### config.mk
export PLATFORM = sky130hd
export DESIGN_NAME = dual_timer_regs
export DESIGN_NICKNAME = d
export VERILOG_FILES = /design/src/rtl/dt_pkg.sv /design/src/rtl/dt_port.sv /design/src/rtl/dt_timer.sv /design/src/rtl/dt_intc.sv /design/src/rtl/dual_timer_regs.sv
export SDC_FILE = /design/constraint.sdc
export NUM_CORES = 1
export LEC_CHECK = 0
export ABC_AREA = 1
export CAP_MARGIN = 5
export CORE_MARGIN = 2
export CORE_UTILIZATION = 47
export CTS_CLUSTER_SIZE = 8
export DETAILED_ROUTE_END_ITERATION = 10
export HOLD_SLACK_MARGIN = 0.15
export PLACE_DENSITY_LB_ADDON = 0.05
export SYNTH_ARGS = -nofsm -noshare
export SYNTH_HDL_FRONTEND = slang
export SYNTH_SLANG_ARGS = --single-unit
### constraint.sdc
create_clock -name clk -period 2.12 [get_ports clk]
set_clock_uncertainty 0.15 [all_clocks]
set_input_delay 0.318 -clock clk [delete_from_list [all_inputs] [get_ports clk]]
set_output_delay 0.318 -clock clk [all_outputs]
set_load 0.01 [all_outputs]
### src/rtl/dt_pkg.sv
package dt_pkg;
  typedef enum logic [3:0] {
    IX_PB    = 4'd0,  IX_PA    = 4'd1,  IX_DIRB = 4'd2,  IX_DIRA = 4'd3,
    IX_T1CL  = 4'd4,  IX_T1CH  = 4'd5,  IX_T1LL = 4'd6,  IX_T1LH = 4'd7,
    IX_T2CL  = 4'd8,  IX_T2CH  = 4'd9,  IX_SHFT = 4'd10, IX_ACTL = 4'd11,
    IX_PCTL  = 4'd12, IX_FLAG  = 4'd13, IX_ENAB = 4'd14, IX_PANH = 4'd15
  } reg_ix_t;

  localparam int FLAG_W   = 7;
  localparam int FB_T1    = 6;
  localparam int FB_T2    = 5;
  localparam int FB_SCLK  = 4;
  localparam int FB_SDAT  = 3;
  localparam int FB_SHFT  = 2;
  localparam logic [FLAG_W-1:0] IRQ_MASK =
    (7'd1 << FB_T1) | (7'd1 << FB_T2) | (7'd1 << FB_SHFT);
  localparam logic [FLAG_W-1:0] SHIFT_ACK =
    (7'd1 << FB_SCLK) | (7'd1 << FB_SDAT) | (7'd1 << FB_SHFT);
endpackage

### src/rtl/dt_port.sv
module dt_port #(
  parameter int W = 8
) (
  input  logic         clk,
  input  logic         rst,
  input  logic         data_we,
  input  logic         dir_we,
  input  logic [W-1:0] wdata,
  output logic [W-1:0] data_q,
  output logic [W-1:0] dir_q
);
  always_ff @(posedge clk) begin
    if (rst) begin
      data_q <= '0;
      dir_q  <= '0;
    end else begin
      if (data_we) data_q <= (data_q & ~dir_q) | (wdata & dir_q);
      if (dir_we)  dir_q  <= wdata;
    end
  end


  masked_write_chk: assert property (@(posedge clk) disable iff (rst)
    (data_we && !dir_we) |=> (((data_q ^ $past(data_q)) & ~$past(dir_q)) == '0));
endmodule

### src/rtl/dt_timer.sv
module dt_timer #(
  parameter int CW       = 16,
  parameter bit CAN_CONT = 1'b1
) (
  input  logic          clk,
  input  logic          rst,
  input  logic          tick,
  input  logic          cont_mode,
  input  logic          wr_lo,
  input  logic          wr_hi_load,
  input  logic          wr_hi_keep,
  input  logic [7:0]    wdata,
  output logic [CW-1:0] cnt_q,
  output logic [CW-1:0] latch_q,
  output logic          fire
);
  localparam int HB = CW - 8;
  localparam logic [CW-1:0] ALL1 = {CW{1'b1}};

  logic cont;
  logic armed_q;
  logic at_zero, at_ones;

  generate
    if (CAN_CONT) begin : g_cont
      assign cont = cont_mode;
    end else begin : g_oneshot
      assign cont = 1'b0;
    end
  endgenerate

  assign at_zero = (cnt_q == '0);
  assign at_ones = (cnt_q == ALL1);
  assign fire    = tick && !wr_hi_load && at_zero && (armed_q || cont);

  always_ff @(posedge clk) begin
    if (rst) begin
      latch_q <= ALL1;
      cnt_q   <= ALL1;
      armed_q <= 1'b0;
    end else begin
      if (wr_lo) latch_q[7:0] <= wdata;
      if (wr_hi_load || wr_hi_keep) latch_q[CW-1:HB] <= wdata;
      if (wr_hi_load) begin
        cnt_q   <= {wdata, latch_q[7:0]};
        armed_q <= 1'b1;
      end else if (tick) begin
        if (at_ones && cont) cnt_q <= latch_q;
        else                 cnt_q <= cnt_q - 1'b1;
        if (at_zero) armed_q <= 1'b0;
      end
    end
  end


  load_from_latch_chk: assert property (@(posedge clk) disable iff (rst)
    wr_hi_load |=> (cnt_q == latch_q));

  reload_chk: assert property (@(posedge clk) disable iff (rst)
    (tick && !wr_hi_load && !wr_lo && at_ones && cont) |=> (cnt_q == latch_q));

  latch_keep_count_chk: assert property (@(posedge clk) disable iff (rst)
    (wr_hi_keep && !tick && !wr_hi_load) |=> $stable(cnt_q));
endmodule

### src/rtl/dt_intc.sv
module dt_intc #(
  parameter int NF = 7,
  parameter logic [NF-1:0] MASK = '1
) (
  input  logic          clk,
  input  logic          rst,
  input  logic [NF-1:0] set_vec,
  input  logic [NF-1:0] clr_vec,
  input  logic          en_we,
  input  logic [7:0]    wdata,
  output logic [NF-1:0] flags_q,
  output logic [NF-1:0] en_q,
  output logic          irq_q
);
  logic [NF-1:0] flags_d, en_d;

  always_comb begin
    flags_d = (flags_q & ~clr_vec) | set_vec;
    en_d    = en_q;
    if (en_we) begin
      if (wdata[7]) en_d = en_q | wdata[NF-1:0];
      else          en_d = en_q & ~wdata[NF-1:0];
    end
  end

  always_ff @(posedge clk) begin
    if (rst) begin
      flags_q <= '0;
      en_q    <= '0;
      irq_q   <= 1'b0;
    end else begin
      flags_q <= flags_d;
      en_q    <= en_d;
      irq_q   <= |(flags_d & en_d & MASK);
    end
  end


  irq_level_chk: assert property (@(posedge clk) disable iff (rst)
    irq_q == |(flags_q & en_q & MASK));

  set_wins_chk: assert property (@(posedge clk) disable iff (rst)
    (set_vec != '0) |=> ((flags_q & $past(set_vec)) == $past(set_vec)));

  enable_set_chk: assert property (@(posedge clk) disable iff (rst)
    (en_we && wdata[7]) |=> ((en_q & $past(wdata[NF-1:0])) == $past(wdata[NF-1:0])));
endmodule

### src/rtl/dual_timer_regs.sv
module dual_timer_regs #(
  parameter int AW      = 13,
  parameter int IDX_LSB = 9,
  parameter int CW      = 16
) (
  input  logic          clk,
  input  logic          rst,
  input  logic          bus_sel,
  input  logic          bus_we,
  input  logic [AW-1:0] bus_addr,
  input  logic [7:0]    bus_wdata,
  output logic [7:0]    bus_rdata,
  input  logic          tick_en,
  output logic          irq,
  output logic [7:0]    pa_out,
  output logic [7:0]    pa_dir,
  output logic [7:0]    pb_out,
  output logic [7:0]    pb_dir
);
  import dt_pkg::*;

  localparam int HB = CW - 8;

  reg_ix_t ix;
  logic wr, rd;
  logic [7:0] shift_q, actl_q, pctl_q, rdata_d;
  logic [CW-1:0] t1_cnt, t1_lat, t2_cnt, t2_lat;
  logic t1_fire, t2_fire, t1_cont;
  logic [FLAG_W-1:0] flags, enables, set_vec, clr_vec;

  assign ix = reg_ix_t'(bus_addr[IDX_LSB +: 4]);
  assign wr = bus_sel && bus_we;
  assign rd = bus_sel && !bus_we;
  assign t1_cont = (actl_q[7:6] == 2'b01);

  dt_port #(.W(8)) u_port_b (
    .clk(clk), .rst(rst),
    .data_we(wr && ix == IX_PB), .dir_we(wr && ix == IX_DIRB),
    .wdata(bus_wdata), .data_q(pb_out), .dir_q(pb_dir));

  dt_port #(.W(8)) u_port_a (
    .clk(clk), .rst(rst),
    .data_we(wr && (ix == IX_PA || ix == IX_PANH)), .dir_we(wr && ix == IX_DIRA),
    .wdata(bus_wdata), .data_q(pa_out), .dir_q(pa_dir));

  dt_timer #(.CW(CW), .CAN_CONT(1'b1)) u_t1 (
    .clk(clk), .rst(rst), .tick(tick_en), .cont_mode(t1_cont),
    .wr_lo(wr && (ix == IX_T1CL || ix == IX_T1LL)),
    .wr_hi_load(wr && ix == IX_T1CH),
    .wr_hi_keep(wr && ix == IX_T1LH),
    .wdata(bus_wdata), .cnt_q(t1_cnt), .latch_q(t1_lat), .fire(t1_fire));

  dt_timer #(.CW(CW), .CAN_CONT(1'b0)) u_t2 (
    .clk(clk), .rst(rst), .tick(tick_en), .cont_mode(1'b0),
    .wr_lo(wr && ix == IX_T2CL),
    .wr_hi_load(wr && ix == IX_T2CH),
    .wr_hi_keep(1'b0),
    .wdata(bus_wdata), .cnt_q(t2_cnt), .latch_q(t2_lat), .fire(t2_fire));

  always_comb begin
    set_vec = '0;
    set_vec[FB_T1]   = t1_fire;
    set_vec[FB_T2]   = t2_fire;
    set_vec[FB_SHFT] = wr && ix == IX_SHFT;
    clr_vec = '0;
    if (rd && ix == IX_SHFT) clr_vec = clr_vec | SHIFT_ACK;
    if (rd && ix == IX_T1CL) clr_vec[FB_T1] = 1'b1;
    if (rd && ix == IX_T2CL) clr_vec[FB_T2] = 1'b1;
    if (wr && ix == IX_FLAG) clr_vec = clr_vec | bus_wdata[FLAG_W-1:0];
  end

  dt_intc #(.NF(FLAG_W), .MASK(IRQ_MASK)) u_intc (
    .clk(clk), .rst(rst), .set_vec(set_vec), .clr_vec(clr_vec),
    .en_we(wr && ix == IX_ENAB), .wdata(bus_wdata),
    .flags_q(flags), .en_q(enables), .irq_q(irq));

  always_ff @(posedge clk) begin
    if (rst) begin
      shift_q <= '0;
      actl_q  <= '0;
      pctl_q  <= '0;
    end else if (wr) begin
      if (ix == IX_SHFT) shift_q <= bus_wdata;
      if (ix == IX_ACTL) actl_q  <= bus_wdata;
      if (ix == IX_PCTL) pctl_q  <= bus_wdata;
    end
  end

  always_comb begin
    unique case (ix)
      IX_PB:   rdata_d = pb_out;
      IX_PA:   rdata_d = pa_out;
      IX_DIRB: rdata_d = pb_dir;
      IX_DIRA: rdata_d = pa_dir;
      IX_T1CL: rdata_d = t1_cnt[7:0];
      IX_T1CH: rdata_d = t1_cnt[CW-1:HB];
      IX_T1LL: rdata_d = t1_lat[7:0];
      IX_T1LH: rdata_d = t1_lat[CW-1:HB];
      IX_T2CL: rdata_d = t2_cnt[7:0];
      IX_T2CH: rdata_d = t2_cnt[CW-1:HB];
      IX_SHFT: rdata_d = shift_q;
      IX_ACTL: rdata_d = actl_q;
      IX_PCTL: rdata_d = pctl_q;
      IX_FLAG: rdata_d = {|(flags & enables), flags};
      IX_ENAB: rdata_d = {1'b1, enables};
      IX_PANH: rdata_d = pa_out;
      default: rdata_d = '0;
    endcase
  end

  always_ff @(posedge clk) begin
    if (rst)     bus_rdata <= '0;
    else if (rd) bus_rdata <= rdata_d;
  end


  shift_ack_chk: assert property (@(posedge clk) disable iff (rst)
    (rd && ix == IX_SHFT && !wr) |=> ((flags & SHIFT_ACK) == '0));

  read_capture_chk: assert property (@(posedge clk) disable iff (rst)
    (rd && ix == IX_T1CL) |=> (bus_rdata == $past(t1_cnt[7:0])));
endmodule

# [Word-level counts from Yosys, hierarchy flattened]
# Index checks and enable logic that the tools add are counted.
[word_totals] ff_bits=137 in_bits=26 out_inout_bits=41 word_cells=118
[op_classes] add_sub_neg=2 n_eq_ne=17 n_mux=18 n_bitwise=17 n_reduce_logical=46
[op_table] operator="case mux 8 bit (15 select lines)" n=1
[op_table] operator="two-way mux 16 bit" n=5
[op_table] operator="AND 8 bit" n=4
[op_table] operator="equality test 4 bit (second input constant)" n=8
[op_table] operator="logical NOT 16 bit" n=2
[op_table] operator="subtractor 16 x 1 -> 16 bit (second input constant)" n=2
[op_table] operator="AND 7 bit" n=4
[op_table] operator="logical AND 1 bit" n=24
[op_table] operator="two-way mux 7 bit" n=3
[op_table] operator="bitwise OR 7 bit" n=3
[op_table] operator="equality test 16 bit (second input constant)" n=1
[op_table] operator="equality test 4 x 3 -> 1 bit (second input constant)" n=4
[op_table] operator="NOT 8 bit" n=2
[op_table] operator="bitwise OR 8 bit" n=2
[op_table] operator="NOT 7 bit" n=2
[op_table] operator="AND reduction 2 bit" n=5
[op_table] operator="equality test 4 x 2 -> 1 bit (second input constant)" n=2
[op_table] operator="two-way mux 1 bit" n=8
[op_table] operator="nonzero test 2 bit" n=4
[op_table] operator="OR reduction 7 bit" n=1
[op_table] operator="two-way mux 5 bit" n=1
[op_table] operator="equality test 4 x 1 -> 1 bit (second input constant)" n=1
[op_table] operator="logical NOT 4 bit" n=1
[op_table] operator="logical OR 1 bit" n=4
[op_table] operator="4 further kinds" n=6

# [Depth between registers and ports, before layout]
# Gate-level depths: netlist of the first run.
[logic_depth] word_depth=11 ltp_mapped=11 ltp_nobuf=11

# [Cells and area by module]
# From an unflattened synthesis of the first run, not the netlist that was laid out.
[unflattened] hier_cells=1275 area_unflattened_um2=7841.3
[modules_own_cells] module="dual_timer_regs" instances=1 cells_each=486 area_per_inst_um2=2512.4 seq_area_each_um2=640.6
[modules_own_cells] module="dt_timer at u_t1" instances=1 cells_each=263 area_per_inst_um2=1788.0 seq_area_each_um2=660.6
[modules_own_cells] module="dt_timer at u_t2" instances=1 cells_each=258 area_per_inst_um2=1684.1 seq_area_each_um2=660.6
[modules_own_cells] module="dt_port" instances=2 cells_each=92 area_per_inst_um2=631.9 seq_area_each_um2=320.3
[modules_own_cells] module="dt_intc" instances=1 cells_each=84 area_per_inst_um2=593.1 seq_area_each_um2=300.3

# [Least setup slack after synthesis of the first run]
# Ideal clock, no wire load.
[synth_timing] kind="register to register" start="reg u_t1.cnt_q[0]" end="reg u_t1.cnt_q[10]" setup_ps=120 t_arrival_ps=1345 required_ps=1850 setup_slack_ps=505 stages_incl_launch_ff=8 n_path_buf=1 synth_period_minus_slack_ps=1615 path_cell_list="dfxtp_1 -> ha_1 -> nand3_1 -> nor3_1 -> nand2_1 -> clkbuf_1 -> o211ai_1 -> nand2_1"
[synth_via] elab_chain_cells=5 word_cells_on_any_way=6 classes_between="add/sub (1); eq/ne (1); mux (3); reduce/logical (1)"
[synth_lines] element="from (decl)" line_no="dt_timer.sv:13" text="output logic [CW-1:0] cnt_q,"
[synth_lines] element="from (signal assigned)" line_no="dt_timer.sv:45" text="cnt_q <= {wdata, latch_q[7:0]};"
[synth_lines] element="from (signal assigned)" line_no="dt_timer.sv:48" text="if (at_ones && cont) cnt_q <= latch_q;"
[synth_lines] element="from (signal assigned)" line_no="dt_timer.sv:49" text="else cnt_q <= cnt_q - 1'b1;"
[synth_lines] element="branches (longest 2 deep; another with subtractor 16 x 1 -> 16 bit)"
[synth_lines] element="two-way mux 16 bit (*)" line_no="dt_timer.sv:48"
[synth_lines] element="two-way mux 16 bit (*)" line_no="dt_timer.sv:47" text="end else if (tick) begin"
[synth_lines] element="two-way mux 16 bit (*)" line_no="dt_timer.sv:44" text="if (wr_hi_load) begin"
# Every way passes the cells marked *. The select of a mux whose other input is x is not followed.
# A chain may end at the register's enable or synchronous reset.

# [Worst setup path in the final report of the first run]
[layout_timing] start="reg u_port_a.dir_q[7]" end="out pa_dir[7]"
[layout_lines] element="from (decl)" line_no="dt_port.sv:10" text="output logic [W-1:0] dir_q"
[layout_lines] element="from (signal assigned)" line_no="dt_port.sv:18" text="if (dir_we) dir_q <= wdata;"
[layout_lines] element="to (decl)" line_no="dual_timer_regs.sv:16" text="output logic [7:0] pa_dir,"
# No word-level cell between the ends.

==> reports/qor.txt, run 1 <==
# setup viols final: 0
Slew margin rel.: 0.646
Seq/Total Area, Yosys: 0.390
Initial antenna violation count: 1
Number of global-route vias before repair: 7154
Final HPWL DP: 18000 um
Buf/Inv on CP: 1
WL final: 24600 um
Mux share of post-synthesis cell area: 0
Die Area: 15900 sq um
TritonCTS clock tree: built
Grt ovf: 0
# IOs: 67
CTS Buf Count: 17
Via count: 7554
Lkg Pwr: 4.03 nW
Fraction of the mapped netlist area in simple logic gates: 0.338
Wire per inst: 17.8 um
Drt first pass iters: 5
Max incr delay on CP: 0.60 ns
Fin crit period: 1.99 ns
Largest family of logic cells by synthesized area: simple AND/OR/NAND/NOR gates
PD cells: 708 nW/um^2
CP top delay family: buffers and inverters
Skew-Pair Late Insertion Delay: 0.43 ns
CTS Buffer Depth: 2
Worst-margin pin slew: 0.526 ns
Worst-path clk slew: 0.06 ns
Initial Util: 0.481
Post-route DRC violation count: 0
Comb power frac: 0.106
All-Layer GR Usage: 0.316
Sw frac: 0.274
Clock sink count: 137
Crit. End Element: primary output
Critical Path Fanout Max: 5
Fillers: 1404
Chip Height: 126 um
DR iter-0 viols: 703
Post-Syn Area: 7020 sq um
Seq pwr share: 0.426
Crit path DAT: 1.52 ns
Max Cap Viol: 0
Synth Area in XOR/XNOR: 0.0287
Post-route ant nets: 0
Max-slew violation count: 0
Die width: 126 um
Status: finished clean
Post-synthesis compound-gate area fraction: 0.164
Total area of sequential cells: 2740 sq um
Largest vdd supply drop: 572 uV
Via/cell ratio: 5.47
WS Path Type: reg -> out
Final layout net count: 1213
CP Cell Sequence: clkdlybuf4s50_1
Final Hold Fails: 0
Routability cong.: 0.921
Largest net degree at the start of global routing: 70
Multi-input gate area: 3770 sq um
F_max: 504 MHz
Worst R2R Setup Slack: 0.20 ns
CP startpoint kind: flop
Post-synthesis sequential element count: 137
Final Total Pwr: 0.00644 W
Psw: 0.00176 W
Core ar.: 14600 sq um
# H-tree levels: 4
First-pass GRT wire length: 39300 um
Syn avg cell area: 6.70 sq um
RSZ-0062 raised after global routing: no
Syn Inst Count: 1048
Area share of fa/ha/maj cells after synthesis: 0.00534
Period utilisation layout: 0.937
Int Pwr: 0.00467 W
Clock power share: 0.469
Library cells used by synthesis: 31
Warnings, synthesis: 0
Area after DPL: 8480 sq um
Root Driver: clkbuf_16
Critical path required time: 1.65 ns
Synthesized net count: 1077
Crit-path slowest cell: clkdlybuf4s50_1
Antenna cells: 0
Port Buffer Count: 57
HP Class: in -> reg
Layout cells sized above 1: 0.133
Row Count: 44
Final instance area: 9090 sq um
Area Growth Syn to Fin: 29.4%
per-stage QoR:
step	hold slack, ns	utilization	setup slack, ns	std cells	TNS, ns
final	0.236	0.623	0.134	1381	0
after global routing	0.254	0.623	0.00832	1381	0
after CTS	0.237	0.622	0.139	1381	0
after detailed placement	0.304	0.581	-0.278	1349	-13.97
after global placement	0.298	0.581	-0.285	1349	-12.64
after floorplan	0.256	-	0.505	1048	0
layer usage:
metal / GRT usage / vias up / share of wire
met2: 0.483 / 292 / 0.44
met3: 0.0548 / 45 / 0.066
li1: - / 3738 / -
met1: 0.442 / 3479 / 0.46
met4: 0.128 / 0 / 0.034
met5: 0 / - / 0
cells by family after synthesis:
family                     after synthesis
AOI/OAI and AO/OA                      199
xor gates and xnor gates                23
adders and majority gates                3
buffers and inverters                  123
DFF                                    137
and+or+nand+nor                        563
what timing repair did:
action | in CTS | in global routing
buffers inserted | 0 | 0
hold buffers | 0 | 0
setup endpoints to repair | 0 | 3
gates resized for setup | 0 | 6
layout make-up:
| class | instances | share of cell area |
|---|---|---|
| Timing Repair Buffer | 154 | 0.157 |
| Clock buffer | 17 | 0.0468 |
| Multi-Input combinational cell | 788 | 0.415 |
| Tap cell | 184 | 0.0253 |
| Inverter | 86 | 0.0355 |
| Clock inverter | 15 | 0.0184 |
| Sequential cell | 137 | 0.302 |
cell usage in the layout (no fill, tap or decap), types with 4 or more instances in the layout:
cell type	instances
a21oi_1	96
a311oi_1	8
buf_12	10
buf_4	87
clkbuf_16	17
clkdlybuf4s50_1	54
clkinv_1	5
clkinvlp_4	5
dfxtp_1	137
inv_1	77
inv_2	4
inv_6	5
nand2_1	332
nand2_2	10
nand3_1	86
nand3b_1	5
nand4_1	16
nor2_1	88
nor2_2	7
nor2_4	5
nor3_1	11
o211ai_1	39
o21ai_0	49
o221ai_1	4
xnor2_1	8
xor2_1	15
synth_stat cells:
cell type | number | area share
a21oi_1 | 96 | 0.068
a311oi_1 | 8 | 0.010
and2_1 | 1 | 0.00089
buf_2 | 5 | 0.0036
buf_4 | 4 | 0.0043
buf_6 | 3 | 0.0048
buf_8 | 1 | 0.0021
clkbuf_1 | 24 | 0.013
clkinv_1 | 4 | 0.0021
dfxtp_1 | 137 | 0.39
ha_1 | 3 | 0.0053
inv_1 | 78 | 0.042
inv_2 | 4 | 0.0021
nand2_1 | 333 | 0.18
nand2_2 | 9 | 0.0080
nand3_1 | 86 | 0.061
nand3b_1 | 5 | 0.0053
nand4_1 | 16 | 0.014
nor2_1 | 91 | 0.049
nor2_2 | 4 | 0.0036
nor2_4 | 5 | 0.0080
nor3_1 | 11 | 0.0078
o211ai_1 | 39 | 0.042
o21ai_0 | 49 | 0.035
o21ai_4 | 1 | 0.0023
o21bai_1 | 1 | 0.0011
o221ai_1 | 4 | 0.0050
o31ai_1 | 1 | 0.0011
or2_2 | 2 | 0.0018
xnor2_1 | 8 | 0.010
xor2_1 | 15 | 0.019
path summary, 6_finish.rpt:
path,from,endpoint,cells past startpoint
worst min-delay path,rst,u_port_b.dir_q[1],3
worst max register to register,u_t2.cnt_q[1],u_t2.cnt_q[14],10
worst min register to register,pctl_q[7],pctl_q[7],2
worst max-delay path,u_port_a.dir_q[7],pa_dir[7],1
power groups by stage:
stage                     Sequential, W  Combinational, W  Clock, W
after floorplan                 0.00277          0.000345         0
after global placement          0.00279          0.000658         0
after detailed placement        0.00279          0.000664         0
after CTS                       0.00274          0.000669   0.00303
after global routing            0.00275          0.000742   0.00313
final                           0.00274          0.000679   0.00302
No activity file was read; power rests on OpenSTA's default activity.
==> run 2, diff against run 1 <==
--- a/config.mk
+++ b/config.mk
@@ -7,10 +7,12 @@
 export LEC_CHECK = 0
 export ABC_AREA = 1
 export CAP_MARGIN = 5
+export CORE_ASPECT_RATIO = 0.5
 export CORE_MARGIN = 2
 export CORE_UTILIZATION = 47
 export CTS_CLUSTER_SIZE = 8
 export DETAILED_ROUTE_END_ITERATION = 10
+export GPL_ROUTABILITY_DRIVEN = 0
 export HOLD_SLACK_MARGIN = 0.15
 export PLACE_DENSITY_LB_ADDON = 0.05
 export SYNTH_ARGS = -nofsm -noshare
==> run 2 against run 1 <==
- routed wire length increased by 3.2%
- maximum frequency shrank 1.8%
- register-to-register slack worse by 0.06 ns
- critical path depth unchanged
- global-route usage grew 0.88 points
- non-clock buffer count fell by 21
- utilization fell by 0.78 points
- cell area down 1.6%
- sequential power is essentially flat
- count of clock-buffer cells in the layout rose by 2
- largest power group unchanged
==> reports/qor.txt, run 2 (synthesis results as in run 1) <==
Post-route ant nets: 0
Crit-path slowest cell: clkdlybuf4s50_1
Setup Total Neg Slack: 0 ns
CP startpoint kind: flop
Reg-to-reg endpoint: u_t1.cnt_q[0]
WL final: 25400 um
Drt first pass iters: 6
Worst-path clk slew: 0.06 ns
CP Launch Point: u_port_a.dir_q[7]
Area Growth Syn to Fin: 27.4%
CP Cell Sequence: clkdlybuf4s50_1
Hold Crit Start: rst
Crit path to: pa_dir[7]
Max incr delay on CP: 0.61 ns
Buf/Inv on CP: 1
Initial antenna violation count: 0
Final Total Pwr: 0.00651 W
Slew margin rel.: 0.648
Row Count: 31
Post-Route Utilization: 0.615
Post-route DRC violation count: 0
Critical Path Fanout Max: 5
First-pass GRT wire length: 39400 um
Crit path DAT: 1.55 ns
# IOs: 67
Root Driver: clkbuf_16
Final layout net count: 1192
Via/cell ratio: 5.56
DR iter-0 viols: 872
Largest vdd supply drop: 513 uV
Period utilisation layout: 0.954
CP top delay family: buffers and inverters
Final Hold Fails: 0
Hold WS: 0.251 ns
All-Layer GR Usage: 0.324
Crit. End Element: primary output
Setup bufs post-CTS: 0
Pre-CTS WS: -0.195 ns
Post-CTS sizing: 0
Skew-Pair Late Insertion Delay: 0.43 ns
Grt ovf: 0
Initial Util: 0.483
# setup viols final: 0
Critical path required time: 1.65 ns
HP Class: in -> reg
TritonCTS clock tree: built
F_max: 494 MHz
Layout cells sized above 1: 0.114
Fin crit period: 2.02 ns
Number of global-route vias before repair: 7035
CTS Hold Bufs: 0
Largest net degree at the start of global routing: 70
Chip Height: 90.4 um
Final HPWL DP: 18400 um
Leading cell type in the layout, fill and taps excluded: nand2_1
PD cells: 727 nW/um^2
CTS Buf Count: 17
Fillers: 1338
# H-tree levels: 4
Die Area: 16000 sq um
Antenna cells: 0
Die width: 177 um
Cell depth of the worst setup path: 1
Most frequent cells in the layout: 332 x nand2_1, 137 x dfxtp_1, 96 x a21oi_1, 90 x nor2_1, 86 x nand3_1
Lkg Pwr: 3.92 nW
Worst R2R Setup Slack: 0.14 ns
Via count: 7629
Max-slew violation count: 0
Worst r2r src: u_t1.cnt_q[0]
WS Path Type: reg -> out
Status: finished clean
CTS Buffer Depth: 2
Worst-margin pin slew: 0.525 ns
RSZ-0062 raised after global routing: no
Core ar.: 14500 sq um
Wire per inst: 18.5 um
Port Buffer Count: 57
Final worst slack: 0.0977 ns
Worst r2r path cells: 8
Clock sink count: 137
Max Cap Viol: 0
-- run 2: cell types whose count changed in the layout (fill, tap and decap cells not counted), sizes merged --
cell / before / now
buf: 98 / 77
inv: 86 / 82
clkbuf: 17 / 19
clkdlybuf4s50: 54 / 56
clkinv: 8 / 6
dlymetal6s2s: 2 / 0
bufinv: 2 / 3
clkinvlp: 5 / 6
-- run 2: through the flow --
| stage | cell area [sq um] | std cells |
|---|---|---|
| floorplan | 7020 | 1048 |
| global placement | 8340 | 1342 |
| detailed placement | 8340 | 1342 |
| CTS | 8940 | 1372 |
| global route | 8950 | 1372 |
| finish | 8950 | 1372 |
-- run 2: cell type report --
class | count | area (sq um) | area share
flip-flops and latches | 137 | 2740 | 0.307
clock inverters | 11 | 149 | 0.0166
inverters | 86 | 323 | 0.0361
well taps | 198 | 248 | 0.0277
clock buffers | 19 | 453 | 0.0506
multi-input cells | 788 | 3770 | 0.421
repair buffers | 133 | 1260 | 0.141
-- run 2: worst register-to-register path: cells and delay by family (launching register included) --
| family | cells | cell delay [ns] |
|---|---|---|
| AND/OR/NAND/NOR | 7 | 1.03 |
| adder cells (fa/ha/maj) | 1 | 0.23 |
| flip-flops | 1 | 0.46 |
-- run 2: power breakdown --
part / switching [W] / internal [W]
clock network: 0.00120 / 0.00190
registers: 0.0000972 / 0.00265
logic: 0.000408 / 0.000257
total: 0.00171 / 0.00480
-- run 2: worst min-delay path by stage --
stage,end,slack [ns],depth (start not counted)
4_1_cts,flop,0.25,3
3_5_place_dp,actl_q[4],0.30,2
6_report,flop,0.25,3
5_1_grt,u_port_a.dir_q[0],0.27,3
3_3_place_gp,actl_q[4],0.30,2
2_1_floorplan,u_intc.flags_q[3],0.26,1
-- run 2: per-layer routing --
layer / GRT usage / vias to the layer above / share of wire
li1: - / 3697 / -
met1: 0.489 / 3521 / 0.47
met2: 0.450 / 371 / 0.40
met3: 0.0892 / 40 / 0.11
met4: 0.0799 / 0 / 0.016
met5: 0 / - / 0
